File: config.mk
export PLATFORM = sky130hd
export DESIGN_NAME = ocmp_bank
export DESIGN_NICKNAME = d
export VERILOG_FILES = /design/src/rtl/ocmp_pkg.sv /design/src/rtl/ocmp_decode.sv /design/src/rtl/ocmp_channel.sv /design/src/rtl/ocmp_bank.sv
export SDC_FILE = /design/constraint.sdc
export NUM_CORES = 1
export LEC_CHECK = 0
export ABC_AREA = 1
export BUFFER_PORTS_ARGS = -buffer_cell sky130_fd_sc_hd__buf_2
export CAP_MARGIN = 20
export CORE_ASPECT_RATIO = 1.25
export CORE_MARGIN = 8
export CORE_UTILIZATION = 40
export CTS_CLUSTER_DIAMETER = 120
export DETAILED_ROUTE_END_ITERATION = 7
export PLACE_DENSITY = 0.68
export SYNTH_ARGS = -nofsm -noshare
export SYNTH_HDL_FRONTEND = slang
export SYNTH_HIERARCHICAL = 1
export SYNTH_SLANG_ARGS = --single-unit
File: constraint.sdc
create_clock -name clk -period 5.7 [get_ports clk]
set_input_delay 1.71 -clock clk [delete_from_list [all_inputs] [get_ports clk]]
set_output_delay 1.71 -clock clk [all_outputs]
set_load 0.005 [all_outputs]
File: src/rtl/ocmp_pkg.sv
package ocmp_pkg;

    localparam logic [3:0] MODE_OFF    = 4'h0;
    localparam logic [3:0] MODE_TOGGLE = 4'h5;
    localparam logic [3:0] MODE_PULSE  = 4'hF;

    typedef struct packed {
        logic       flag;     // bit 7
        logic       irq_en;   // bit 6
        logic [3:0] mode;     // bits 5:2
        logic       rsv;      // bit 1
        logic       dreq_en;  // bit 0
    } ocmp_ctrl_t;

    function automatic logic [3:0] mode_of(input logic [7:0] w);
        return w[5:2];
    endfunction

endpackage

File: src/rtl/ocmp_decode.sv
module ocmp_decode #(
    parameter int NCH = 4,
    parameter int AW  = 4,
    localparam int CHW = (NCH > 1) ? $clog2(NCH) : 1
) (
    input  logic           we,
    input  logic [AW-1:0]  addr,
    output logic [NCH-1:0] ctrl_we,
    output logic [NCH-1:0] cmp_we,
    output logic           sel_status,
    output logic           sel_valid,
    output logic           sel_cmp,
    output logic [CHW-1:0] sel_ch
);
    localparam logic [AW-1:0] BASE  = AW'(2);
    localparam logic [AW-1:0] NCH_A = AW'(NCH);

    logic [AW-1:0] off;
    logic [AW-1:0] chan;

    assign off        = addr - BASE;
    assign chan       = {1'b0, off[AW-1:1]};
    assign sel_status = (addr == '0);
    assign sel_valid  = (addr >= BASE) && (chan < NCH_A);
    assign sel_cmp    = off[0];
    assign sel_ch     = CHW'(chan);

    for (genvar g = 0; g < NCH; g++) begin : g_strobe
        assign ctrl_we[g] = we && sel_valid && (chan == AW'(g)) && !off[0];
        assign cmp_we[g]  = we && sel_valid && (chan == AW'(g)) &&  off[0];
    end
endmodule

File: src/rtl/ocmp_channel.sv
module ocmp_channel
    import ocmp_pkg::*;
#(
    parameter int CW = 32
) (
    input  logic          clk,
    input  logic          rst,
    input  logic          ctrl_we,
    input  logic          cmp_we,
    input  logic [CW-1:0] wdata,
    input  logic [CW-1:0] count,
    input  logic          tick,
    output ocmp_ctrl_t    ctrl_o,
    output logic [CW-1:0] cmp_o,
    output logic          pin_o
);
    ocmp_ctrl_t    c_q;
    logic [CW-1:0] act_q, pend_q;
    logic          act_v, pend_v, pin_q;
    logic          hit;
    logic          off_wr;

    assign hit    = act_v && tick && (count == act_q) && (c_q.mode != MODE_OFF);
    assign off_wr = ctrl_we && (mode_of(wdata[7:0]) == MODE_OFF);

    always_ff @(posedge clk) begin
        if (rst) begin
            c_q    <= '0;
            act_q  <= '0;
            pend_q <= '0;
            act_v  <= 1'b0;
            pend_v <= 1'b0;
            pin_q  <= 1'b0;
        end else begin
            if (ctrl_we) begin
                c_q.dreq_en <= wdata[0];
                c_q.mode    <= mode_of(wdata[7:0]);
                c_q.irq_en  <= wdata[6];
            end
            if (hit)
                c_q.flag <= 1'b1;
            else if (ctrl_we && wdata[7])
                c_q.flag <= 1'b0;

            if (off_wr) begin
                act_v  <= 1'b0;
                pend_v <= 1'b0;
            end else begin
                if (hit) begin
                    if (pend_v) begin
                        act_q  <= pend_q;
                        pend_v <= 1'b0;
                    end else begin
                        act_v  <= 1'b0;
                    end
                end
                if (cmp_we) begin
                    if (!act_v || (hit && !pend_v)) begin
                        act_q <= wdata;
                        act_v <= 1'b1;
                    end else begin
                        pend_q <= wdata;
                        pend_v <= 1'b1;
                    end
                end
            end

            if (off_wr)
                pin_q <= 1'b0;
            else if (c_q.mode == MODE_PULSE)
                pin_q <= hit;
            else if (c_q.mode == MODE_TOGGLE && hit)
                pin_q <= ~pin_q;
        end
    end

    assign ctrl_o = c_q;
    assign cmp_o  = act_q;
    assign pin_o  = pin_q;

    // a flag only rises after a qualified match
    a_r3_flag_from_hit: assert property (@(posedge clk) disable iff (rst)
        $rose(c_q.flag) |-> $past(hit));

    // between matches a toggling pin keeps its level
    a_r5_toggle_hold: assert property (@(posedge clk) disable iff (rst)
        (c_q.mode == MODE_TOGGLE && $past(c_q.mode) == MODE_TOGGLE && !$past(hit))
        |-> $stable(pin_q));

    // in pulse mode a high pin always follows a match one cycle earlier
    a_r6_pulse_src: assert property (@(posedge clk) disable iff (rst)
        (c_q.mode == MODE_PULSE && $past(c_q.mode) == MODE_PULSE && pin_q)
        |-> $past(hit));

    // a pending value never exists without an armed one
    a_r7_pend_needs_act: assert property (@(posedge clk) disable iff (rst)
        pend_v |-> act_v);

    // a channel in mode 0 keeps its pin low
    a_r8_off_pin_low: assert property (@(posedge clk) disable iff (rst)
        (c_q.mode == MODE_OFF) |-> !pin_q);
endmodule

File: src/rtl/ocmp_bank.sv
module ocmp_bank
    import ocmp_pkg::*;
#(
    parameter int NCH = 4,
    parameter int CW  = 32,
    parameter int AW  = 4
) (
    input  logic           clk,
    input  logic           rst,
    input  logic [CW-1:0]  count,
    input  logic           tick,
    input  logic           bus_we,
    input  logic [AW-1:0]  bus_addr,
    input  logic [CW-1:0]  bus_wdata,
    output logic [CW-1:0]  bus_rdata,
    output logic [NCH-1:0] pin,
    output logic           irq,
    output logic [NCH-1:0] dma_req
);
    localparam int CHW = (NCH > 1) ? $clog2(NCH) : 1;

    logic [NCH-1:0] ctrl_we, cmp_we, flags, irq_vec;
    logic           sel_status, sel_valid, sel_cmp;
    logic [CHW-1:0] sel_ch;
    ocmp_ctrl_t     ctrl_a [NCH];
    logic [CW-1:0]  cmp_a  [NCH];

    ocmp_decode #(.NCH(NCH), .AW(AW)) u_dec (
        .we(bus_we), .addr(bus_addr), .ctrl_we(ctrl_we), .cmp_we(cmp_we),
        .sel_status(sel_status), .sel_valid(sel_valid),
        .sel_cmp(sel_cmp), .sel_ch(sel_ch)
    );

    for (genvar g = 0; g < NCH; g++) begin : g_ch
        ocmp_channel #(.CW(CW)) u_ch (
            .clk(clk), .rst(rst), .ctrl_we(ctrl_we[g]), .cmp_we(cmp_we[g]),
            .wdata(bus_wdata), .count(count), .tick(tick),
            .ctrl_o(ctrl_a[g]), .cmp_o(cmp_a[g]), .pin_o(pin[g])
        );
        assign flags[g]   = ctrl_a[g].flag;
        assign irq_vec[g] = ctrl_a[g].flag & ctrl_a[g].irq_en;
        assign dma_req[g] = ctrl_a[g].flag & ctrl_a[g].dreq_en;
    end

    assign irq = |irq_vec;

    always_comb begin
        bus_rdata = '0;
        if (sel_status)
            bus_rdata[NCH-1:0] = flags;
        else if (sel_valid) begin
            if (sel_cmp)
                bus_rdata = cmp_a[sel_ch];
            else
                bus_rdata[7:0] = ctrl_a[sel_ch];
        end
    end

    // an interrupt never stands without some flag raised
    a_r9_irq_needs_flag: assert property (@(posedge clk) disable iff (rst)
        irq |-> (flags != '0));

    // DMA requests come only from flagged channels
    a_r9_dma_subset: assert property (@(posedge clk) disable iff (rst)
        (dma_req & ~flags) == '0);
endmodule

* Yosys cells after proc, flatten, opt, wreduce, memory -nomap -nowiden
Index checks and enable logic that the tools add are counted.
** Operators by class
- Bitwise gates (word level) :: 21
- $lt $le $gt $ge :: 3
- Reduce and logical (&&, ||, !) cells :: 79
- Add/sub/neg operators :: 1
- Equality and inequality tests :: 15
- Muxes and demuxes :: 71
** Operators with widths (number)
- two-way mux 32 bit :: 19
- == test 32 bit :: 4
- binary-select mux 32 bit (select 2 bit) :: 1
- two-way mux 1 bit :: 44
- logical AND 1 bit :: 42
- two-way mux 28 bit :: 1
- two-way mux 24 bit :: 1
- two-way mux 8 bit :: 3
- binary-select mux 8 bit (select 2 bit) :: 1
- == test 4 x 3 -> 1 bit, second input constant :: 4
- == test 4 bit, second input constant :: 4
- nonzero test 2 bit :: 8
- nonzero test 4 bit :: 4
- logical NOT 4 bit :: 3
- inverter 1 bit :: 12
- AND reduction 3 bit :: 4
- logical NOT 1 bit :: 9
- bitwise AND 1 bit :: 8
- OR reduction 2 bit :: 4
- == test 3 x 2 -> 1 bit, second input constant :: 2
- greater-or-equal comparator 4 x 2 -> 1 bit, second input constant :: 1
- logical OR 1 bit :: 4
- two-way mux 4 bit :: 1
- OR reduction 4 bit :: 1
- other kinds (5) :: 5
** Word-level totals
- Register bits :: 296
- Input bits :: 72
- Logic and storage cells :: 226

* Longest topological paths before layout
Gate-level depths: netlist (run 1).
- Word-level depth :: 9
- Depth in mapped cells :: 15
- Gate-level depth less buffers :: 14

* Modules after synthesis
Netlist (run 1), hierarchy kept.
** Modules (own cells, without submodules)
- ocmp_channel :: times used 4, cells each 769, area an instance 4479.3 um2
- ocmp_bank :: times used 1, cells each 378, area an instance 1647.8 um2
- ocmp_decode :: times used 1, cells each 28, area an instance 163.9 um2

* Worst setup path before layout (run 1)
OpenSTA, ideal clock, no wires.
- Path kind :: input -> output
- Start point :: in bus_addr[1]
- End point :: out bus_rdata[11]
- Setup slack :: 1.179 ns
- Stages on the path :: 10
- Path buffers :: 1
- Data arrival time :: 2.811 ns
- Path through :: inv_1 -> ha_1 -> nor2_1 -> nand2_1 -> nand2_2 -> nand2_2 -> nor2_4 -> inv_2 -> buf_6 -> a21oi_1
** On the way
- Elaborated cells between the ends (all ways) :: 12
- Those cells by class :: 1 x add/sub; 2 x order compare; 6 x mux; 1 x bitwise; 2 x reduce/logical
** RTL lines
- from (decl) :: line ocmp_bank.sv:13 : input logic [AW-1:0] bus_addr,
- subtractor 4 x 2 -> 4 bit :: line ocmp_decode.sv:21 : assign off = addr - BASE;
- < comparator 3 bit :: line ocmp_decode.sv:24 : assign sel_valid = (addr >= BASE) && (chan < NCH_A);
- logical AND 1 bit * :: line ocmp_decode.sv:24
- via sel_valid :: line ocmp_bank.sv:23 : logic sel_status, sel_valid, sel_cmp;
- two-way mux 32 bit * :: line ocmp_bank.sv:51 : else if (sel_valid) begin
- two-way mux 28 bit * :: line ocmp_bank.sv:49 : if (sel_status)
- to (decl) :: line ocmp_bank.sv:15 : output logic [CW-1:0] bus_rdata,
The timed path passes the listed nets; every way through them passes the cells marked *. The select of a mux whose other input is x is not followed.

* Worst setup path after layout (run 1)
- Start point :: in bus_addr[1]
- End point :: out bus_rdata[11]
** On the way
- Elaborated cells between the ends (all ways) :: 12
- Those cells by class :: 1 x add/sub; 2 x order compare; 6 x mux; 1 x bitwise; 2 x reduce/logical
** RTL lines
- subtractor 4 x 2 -> 4 bit :: line ocmp_decode.sv:21
- via sel_ch[0] :: line ocmp_bank.sv:24 : logic [CHW-1:0] sel_ch;
- < comparator 3 bit :: line ocmp_decode.sv:24
- logical AND 1 bit :: line ocmp_decode.sv:24
- via sel_valid :: line ocmp_bank.sv:23
- two-way mux 32 bit :: line ocmp_bank.sv:51
- two-way mux 28 bit :: line ocmp_bank.sv:49
The timed path passes the listed nets, and every way through them passes these cells. The select of a mux whose other input is x is not followed.

==> summary by stage, run 1 <==
Outcome
The run finished with clean final reports.

Worst setup path
The critical path goes through buf_2 > inv_2 > ha_1 > nor2_1 > nand2_1 > nand2_2 > nand2_2 > nor2_4 > inv_2 > a21oi_1 > buf_2. The slowest cell on the critical path is sky130_fd_sc_hd__a21oi_1. STA classifies the critical path endpoint as an output port. On the worst path, the slowest cell contributes a delay of 380 ps.

The arrival time of data at the critical path endpoint is 3470 ps. Of all nets on the critical path, the largest fanout is 24. The element type at the critical path start is an input pin. At the worst endpoint, the required time is 3990 ps.

The category of the most critical setup path is in2out. Among cell families on the critical path, the largest total delay comes from buffers and inverters. The buffer and inverter count on the worst path is 4.

Drt
The number of vias per cell is 5.14. The total iterations of the first detailed-routing run is 8. Summed over all layers, the routed wires come to 74,500 um. The post-detailed-route DRC marker count is 0. In this run, the number of DRC markers left after iteration 0 of detailed routing was 2,222. Summing over every cut layer, the via total after detailed routing is 21,400. Dividing the detail-routed wire length by the instance count gives 17.9 um. Once detail routing completed, the nets flagged for antenna violations numbered 0.

Yosys
In the synthesized netlist, the number of instances is 3,482. The synthesized netlist devotes 1.42% of its cell area to XOR and XNOR gates. Yosys mapped a number of flops with a built-in enable equal to 0.

The portion of synthesized area spent on multiplexers is 0%. sky130_fd_sc_hd__nand2_1 is the most common cell in the netlist. The library cell occupying the most area in the post-synthesis netlist is sky130_fd_sc_hd__dfxtp_1.

The post-synthesis cell type count is 34. Synthesis produced a netlist with a net count of 3,559. The synthesized-area fraction occupied by adder cells is 0.317%.

Among all flip-flop cells after synthesis, the most frequent one is sky130_fd_sc_hd__dfxtp_1. After Yosys synthesis, and, or, nand and nor cells account for 48.0% of the synthesized area. Sequential cells were found to cover 30.0% of the synthesized design area. In this run the mean area of a mapped cell was 5.67 sq um.

The complex-gate fraction of the synthesized area is 4.43%. In the synthesized netlist, the cells that appear most often are 1,309 x sky130_fd_sc_hd__nand2_1, 532 x sky130_fd_sc_hd__inv_1, 434 x sky130_fd_sc_hd__nor2_1. The top cell type by area accounts for 30.0% of the synthesized area. Sorting the synthesized cells by area gives the leading types as sky130_fd_sc_hd__dfxtp_1 30%, sky130_fd_sc_hd__nand2_1 25%, sky130_fd_sc_hd__inv_1 10%, sky130_fd_sc_hd__nor2_1 8.3%, sky130_fd_sc_hd__nand3_1 7.6%. The post-synthesis sequential element count is 296. During synthesis, Yosys emitted a total of 6 warnings. The combinational family with the most area after synthesis is simple AND/OR/NAND/NOR gates. The post-synth design cell area is 0.0197 sq mm. Of all flip-flops after synthesis, the portion carrying an async set or reset was 0%.

Clock network
The maximum buffer depth of the clock tree is 3. The number of H-tree branching levels is 2. The total of hold buffers inserted after clock tree synthesis is 0. The source-to-sink clock delay at the later pin of the worst-skew pair is 560 ps. The CTS tree is yes.

The tree is rooted in a sky130_fd_sc_hd__clkbuf_16. The register clock-pin slew on the reported worst setup and hold paths is 50 ps. CTS saw 296 sinks. The buffer count from post-CTS setup fixing is 0. The CTS buffer count is 37. Gates resized during post-CTS repair numbered 0.

Floorplan
The die outline area is 0.0567 sq mm. 113 I/O pins were placed. After floorplanning, the core was divided into 91 placement rows. The core area is 0.0491 sq mm. In this run the vertical extent of the chip is 264 um. The initial utilization of the core area, before any placement, comes to 40.2%. The die width is 215 um.

Placement
The placer congestion estimate is 0.953. The worst setup slack before clock tree synthesis is 584 ps. In this run the tool buffered the top-level ports with 112 buffer cells. Detailed placement ended at an HPWL of 51,700 um.

STA
Setup repair after global routing left no endpoint under its margin. The clock period could shrink to 5180 ps. The clock skew is 8.68 ps. The max-slew violation total from the final report is 0. The peak clock frequency supported by timing is 193 MHz. After routing, the total negative slack on setup checks comes to 0 ps. The final number of setup-violating endpoints is 0. The number of hold violations in the final report is 0. Of the available clock period, the critical path in the final layout requires 91.0%. The remaining max-slew budget at the tightest pin is 28.8%.

Final hold analysis gives a worst-case slack of 462 ps. After layout, the worst setup slack is 515 ps. For the pin with the worst max-slew slack, the measured transition is 1070 ps.

GRT
The pin count of the biggest net entering global routing is 65. The wire length of the first global-routing pass is 114,000 um. The via count of the first global-routing pass is 19,100. The total overflow left after global routing is 0. Global routing used 25.4% of the available tracks. The initial antenna violation count is 4.

Pwr
The largest voltage drop on the vdd net is 0.000215 V. For this design the ratio of total power to cell area is 234 mW/mm^2. Summed over all cells, the static leakage comes to 0.0119 uW.

Min path
The path class of the tightest hold or removal check is reg2reg.

Cells and area
In the final layout, the share of cells above drive strength 1 is 7.69%. The layout has 5,432 filler cells. The net total in the final layout is 3,560.

Compared with the post-synthesis result, the final layout area differs by 9.75%.

Run
The tool flagged a number of max-cap violations equal to 0.
## report_power, final
group,internal [uW],switching [uW]
registers,2090,35.0
clock network,1470,974
logic,141,364
total,3700,1370
## cells by family after synthesis
group,Yosys count
xor+xnor,32
simple gates,2238
flops,296
compound gates,173
buf+inv,734
fa+ha+maj,5
other cells,4
## metrics by stage
| stage | total power [uW] | cells | util (%) | instance area (sq um) |
|---|---|---|---|---|
| floorplan | 2450 | 3482 | - | 19700 |
| global placement | 2660 | 4095 | 41.6 | 20400 |
| detailed placement | 2660 | 4095 | 41.6 | 20400 |
| CTS | 5090 | 4161 | 44.1 | 21600 |
| global route | 5240 | 4163 | 44.1 | 21600 |
| finish | 5070 | 4166 | 44.1 | 21700 |
## cell usage in the layout, fill, tap and decap left out, drive strengths merged
master       n
a21oi       68
a31oi        4
buf        155
bufinv       3
clkbuf      54
clkinv      11
clkinvlp     1
conb         4
dfxtp      296
diode        5
ha           5
inv        538
nand2     1320
nand3      306
nand3b       8
nand4      148
nor2       443
nor3         1
o2111ai      1
o21ai      100
or2         12
xnor2       24
xor2         8
## worst register-to-register path: stages (launching register included)
cell and delay (ps):
sky130_fd_sc_hd__dfxtp_1 410, sky130_fd_sc_hd__inv_1 90, sky130_fd_sc_hd__nand2_1 60, sky130_fd_sc_hd__nand2_1 50, sky130_fd_sc_hd__inv_1 40, sky130_fd_sc_hd__nand2_1 50, sky130_fd_sc_hd__nor2_1 260, sky130_fd_sc_hd__nand3_1 210
sky130_fd_sc_hd__nor2_4 200, sky130_fd_sc_hd__buf_4 420, sky130_fd_sc_hd__nand3_2 790, sky130_fd_sc_hd__nand2_1 280, sky130_fd_sc_hd__nand2_1 70, sky130_fd_sc_hd__nand2_1 70, sky130_fd_sc_hd__nand3_1 100, sky130_fd_sc_hd__nand2_1 100
## sequential cells by signal, indices dropped and copies added (netlist names)
register          count
g_ch.u_ch/cmp_o     128
g_ch.u_ch/pend_q    128
g_ch.u_ch/ctrl_o     28
g_ch.u_ch/act_v       4
g_ch.u_ch/pend_v      4
g_ch.u_ch/pin_o       4
## cell type report
type	instances	area, sq um	area share [%]
repair buffers	155	896	4.14
well taps	651	815	3.76
multi-input cells	2452	10700	49.6
flip-flops and latches	296	5930	27.4
clock buffers	54	1090	5.04
inverters	541	2030	9.39
diodes	5	12.5	0.0578
clock inverters	12	145	0.670
## path summary, 6_finish.rpt
kind | startpoint | to | slack (ps) | cells past startpoint
setup reg to reg | g_ch[3].u_ch/cmp_o[23]$_SDFFE_PP0N_ | g_ch[3].u_ch/cmp_o[9]$_SDFFE_PP0N_ | 2440 | 15
hold / removal | g_ch[3].u_ch/pend_q[2]$_SDFFE_PP0P_ | g_ch[3].u_ch/pend_q[2]$_SDFFE_PP0P_ | 460 | 2
hold reg to reg | g_ch[3].u_ch/pend_q[2]$_SDFFE_PP0P_ | g_ch[3].u_ch/pend_q[2]$_SDFFE_PP0P_ | 460 | 2
setup / recovery | bus_addr[1] | bus_rdata[11] | 520 | 11
## metal layers
layer | GRT usage (%) | part of all wire, % | up-vias
met2 | 41.8 | 45 | 988
met4 | 12.2 | 5.0 | 2
met1 | 32.6 | 42 | 9652
li1 | - | - | 10600
met3 | 3.23 | 7.8 | 173
met5 | 0 | 0.017 | -
Note: power is estimated with default switching activity, not from simulation.
==> run 2, diff against run 1 <==
- CORE_MARGIN: 8 -> 1
- CORE_UTILIZATION: 40 -> 54
- PLACE_DENSITY: 0.68 -> 0.84
==> summary by stage, run 2 (synthesis gave the netlist of run 1 again) <==
Clock network
The register clock-pin slew on the reported worst setup and hold paths is 60 ps. The number of H-tree branching levels is 1. Once the clock tree was built, the resizer swapped 0 gates to a different size. Hold repair after CTS inserted 0 buffers. The CTS buffer count is 31.

The source-to-sink clock delay at the later pin of the worst-skew pair is 590 ps. In this run the deepest clock path goes through 3 buffers. The clock root buffer master is sky130_fd_sc_hd__clkbuf_16.

The CTS tree is yes. The buffer count from post-CTS setup fixing is 0. The clock drives 296 sinks.

Cells and area
After the last flow step, the layout net total stands at 3,558. In the layout the commonest cells are 1,309 x sky130_fd_sc_hd__nand2_1, 531 x sky130_fd_sc_hd__inv_1, 426 x sky130_fd_sc_hd__nor2_1, 298 x sky130_fd_sc_hd__nand3_1, 296 x sky130_fd_sc_hd__dfxtp_1. Of the cells placed in the final design, the portion with a size suffix greater than 1 is 7.65%. The number of fillers in the final layout is 3,560.

At the end of the flow the core is filled with cells to 59.8%. The area growth from synthesis to layout is 8.12%. Leaving out fill and tap cells, the most frequent cell in the layout is sky130_fd_sc_hd__nand2_1.

STA
Derived from the worst setup path, the maximum achievable clock frequency is 198 MHz. Setup slack on the critical path of the routed design comes to 653 ps. The slew at the pin with the worst max-slew slack is 971 ps. The clock arrives with 21.2 ps of skew. Dividing the final minimum period by the clock period gives 88.6%.

Measured against its own limit, the worst slew margin works out to 35.1%. Setup repair after global routing left no endpoint under its margin. The minimum clock period after layout is 5050 ps.

The max-slew violation total from the final report is 0. Setup violations remaining at the end of the flow were counted as 0. The sum of negative setup slack is 0 ps. The number of hold violations in the final report is 0.

Worst setup path
The signal on the critical path passes through buf_2 > inv_2 > ha_1 > nor2_1 > nand2_1 > nand2_2 > nand2_2 > nor2_4 > inv_2 > a21oi_1 > buf_2. The type of destination of the critical path is an output port. STA classifies the critical path startpoint as an input pin. The category of the most critical setup path is in2out. The highest cell delay on the worst timing path is 380 ps.

The highest fanout seen on the critical path is 24. The slowest cell on the critical path is sky130_fd_sc_hd__a21oi_1. The required time at the endpoint of the critical path is 3990 ps. Data arrives at the worst endpoint at 3340 ps.

Floorplan
The core area is 0.0356 sq mm. 113 I/O pins were placed. The die outline area is 0.0373 sq mm. After floorplanning, the core was divided into 77 placement rows. For this configuration, the core starts out at a cell density of 55.3%. The die width is 173 um. The die height is 216 um.

Drt
The number of nets still failing antenna checks after routing is 0. The number of vias per cell is 5.53. After detailed routing, the average wire length per cell comes to 17.6 um. The post-detailed-route DRC marker count is 0. For this block, the initial DRC count from the detailed router was 2,670. Summed over all layers, the routed wires come to 69,900 um. For this block, the via count after detailed routing is 22,000. The first detailed-routing pass ran for 6 iterations.

Pwr
The internal power of the cells totals 3580 uW. Dividing total power by cell area gives a power density of 228 mW/mm^2. VDD sags by at most 0.000188 V. The clock share of power is 45.9%.

The leakage dissipation is 0.0118 uW. The switching fraction of total power is 26.4%. Per report_power, the sequential group accounts for 43.8% of the total. The switching power summed over all nets is 1280 uW. Per report_power, the combinational group accounts for 10.3% of the total.

GRT
The initial antenna violation count came to 2. The total congestion overflow is 0. The overall track demand over capacity in global routing is 36.6%.

Entering global routing, the biggest net connects 81 pins. The first global-routing pass estimated 108,000 um of wire. The via count of the first global-routing pass is 19,100.

Placement
The placer congestion estimate is 1.02. The placed wire-length estimate after detailed placement is 48,000 um. At the placement stage, the worst setup path has a slack of 684 ps. The number of port buffers is 112.

Outcome
The flow ran to the end, and the final reports show no timing, DRC or antenna violations.

Run
The reported max-cap violation count is 0.

Min path
The tightest min-delay check is of the reg2reg type.
[run 2: cell types whose count changed in the layout (fill, tap and decap cells not counted), moves of 3 or more]
cell | before | now
sky130_fd_sc_hd__buf_4 | 42 | 45
sky130_fd_sc_hd__bufinv_16 | 3 | 6
sky130_fd_sc_hd__clkbuf_1 | 9 | 6
sky130_fd_sc_hd__clkbuf_16 | 39 | 31
sky130_fd_sc_hd__diode_2 | 5 | 1
[run 2: final cells by class]
class                   count  area, sq um  area share, %
clock buffers              43          881           4.13
clock inverters            14          223           1.04
flip-flops and latches    296         5930           27.8
diodes                      1         2.50         0.0117
well taps                 474          593           2.78
inverters                 541         2030           9.53
multi-input cells        2452        10700           50.3
repair buffers            159          941           4.41
[run 2: critical path, delay by kind of cell]
| kind | cells | cell delay [ps] |
|---|---|---|
| compound gates | 1 | 380 |
| fa+ha+maj | 1 | 220 |
| buf+inv | 4 | 590 |
| simple gates | 5 | 430 |
[run 2: worst paths after layout]
kind / cells after the start / slack, ps / to / start
worst max register to register: 14 / 2460 / g_ch[0].u_ch/cmp_o[3]$_SDFFE_PP0N_ / g_ch[0].u_ch/cmp_o[8]$_SDFFE_PP0N_
worst max-delay path: 11 / 650 / bus_rdata[31] / bus_addr[1]
worst min register to register: 2 / 460 / g_ch[2].u_ch/pend_q[2]$_SDFFE_PP0P_ / g_ch[2].u_ch/pend_q[2]$_SDFFE_PP0P_
worst min-delay path: 2 / 460 / g_ch[2].u_ch/pend_q[2]$_SDFFE_PP0P_ / g_ch[2].u_ch/pend_q[2]$_SDFFE_PP0P_
[run 2: power by group through the flow]
stage | sequential [uW] | clock [uW] | combinational [uW]
global route | 2130 | 2330 | 546
floorplan | 2150 | 0 | 299
global placement | 2170 | 0 | 471
detailed placement | 2170 | 0 | 478
CTS | 2120 | 2240 | 481
finish | 2130 | 2230 | 501
[run 2: per-layer routing]
layer  share of wire (%)  global-route usage, %  up-vias
met2                  43                   57.2     1404
li1                    -                      -    10600
met5               0.013                      0        -
met3                  11                   4.92      314
met4                 8.6                   27.2        2
met1                  37                   46.3     9734
[run 2: metrics by stage]
step | power, uW | hold slack, ps | area (sq um) | std cells
final | 4860 | 462 | 21300 | 3980
after global routing | 5000 | 478 | 21300 | 3980
after CTS | 4850 | 464 | 21300 | 3978
after detailed placement | 2650 | 454 | 20200 | 3921
after global placement | 2640 | 450 | 20200 | 3920
after floorplan | 2450 | 433 | 19700 | 3482
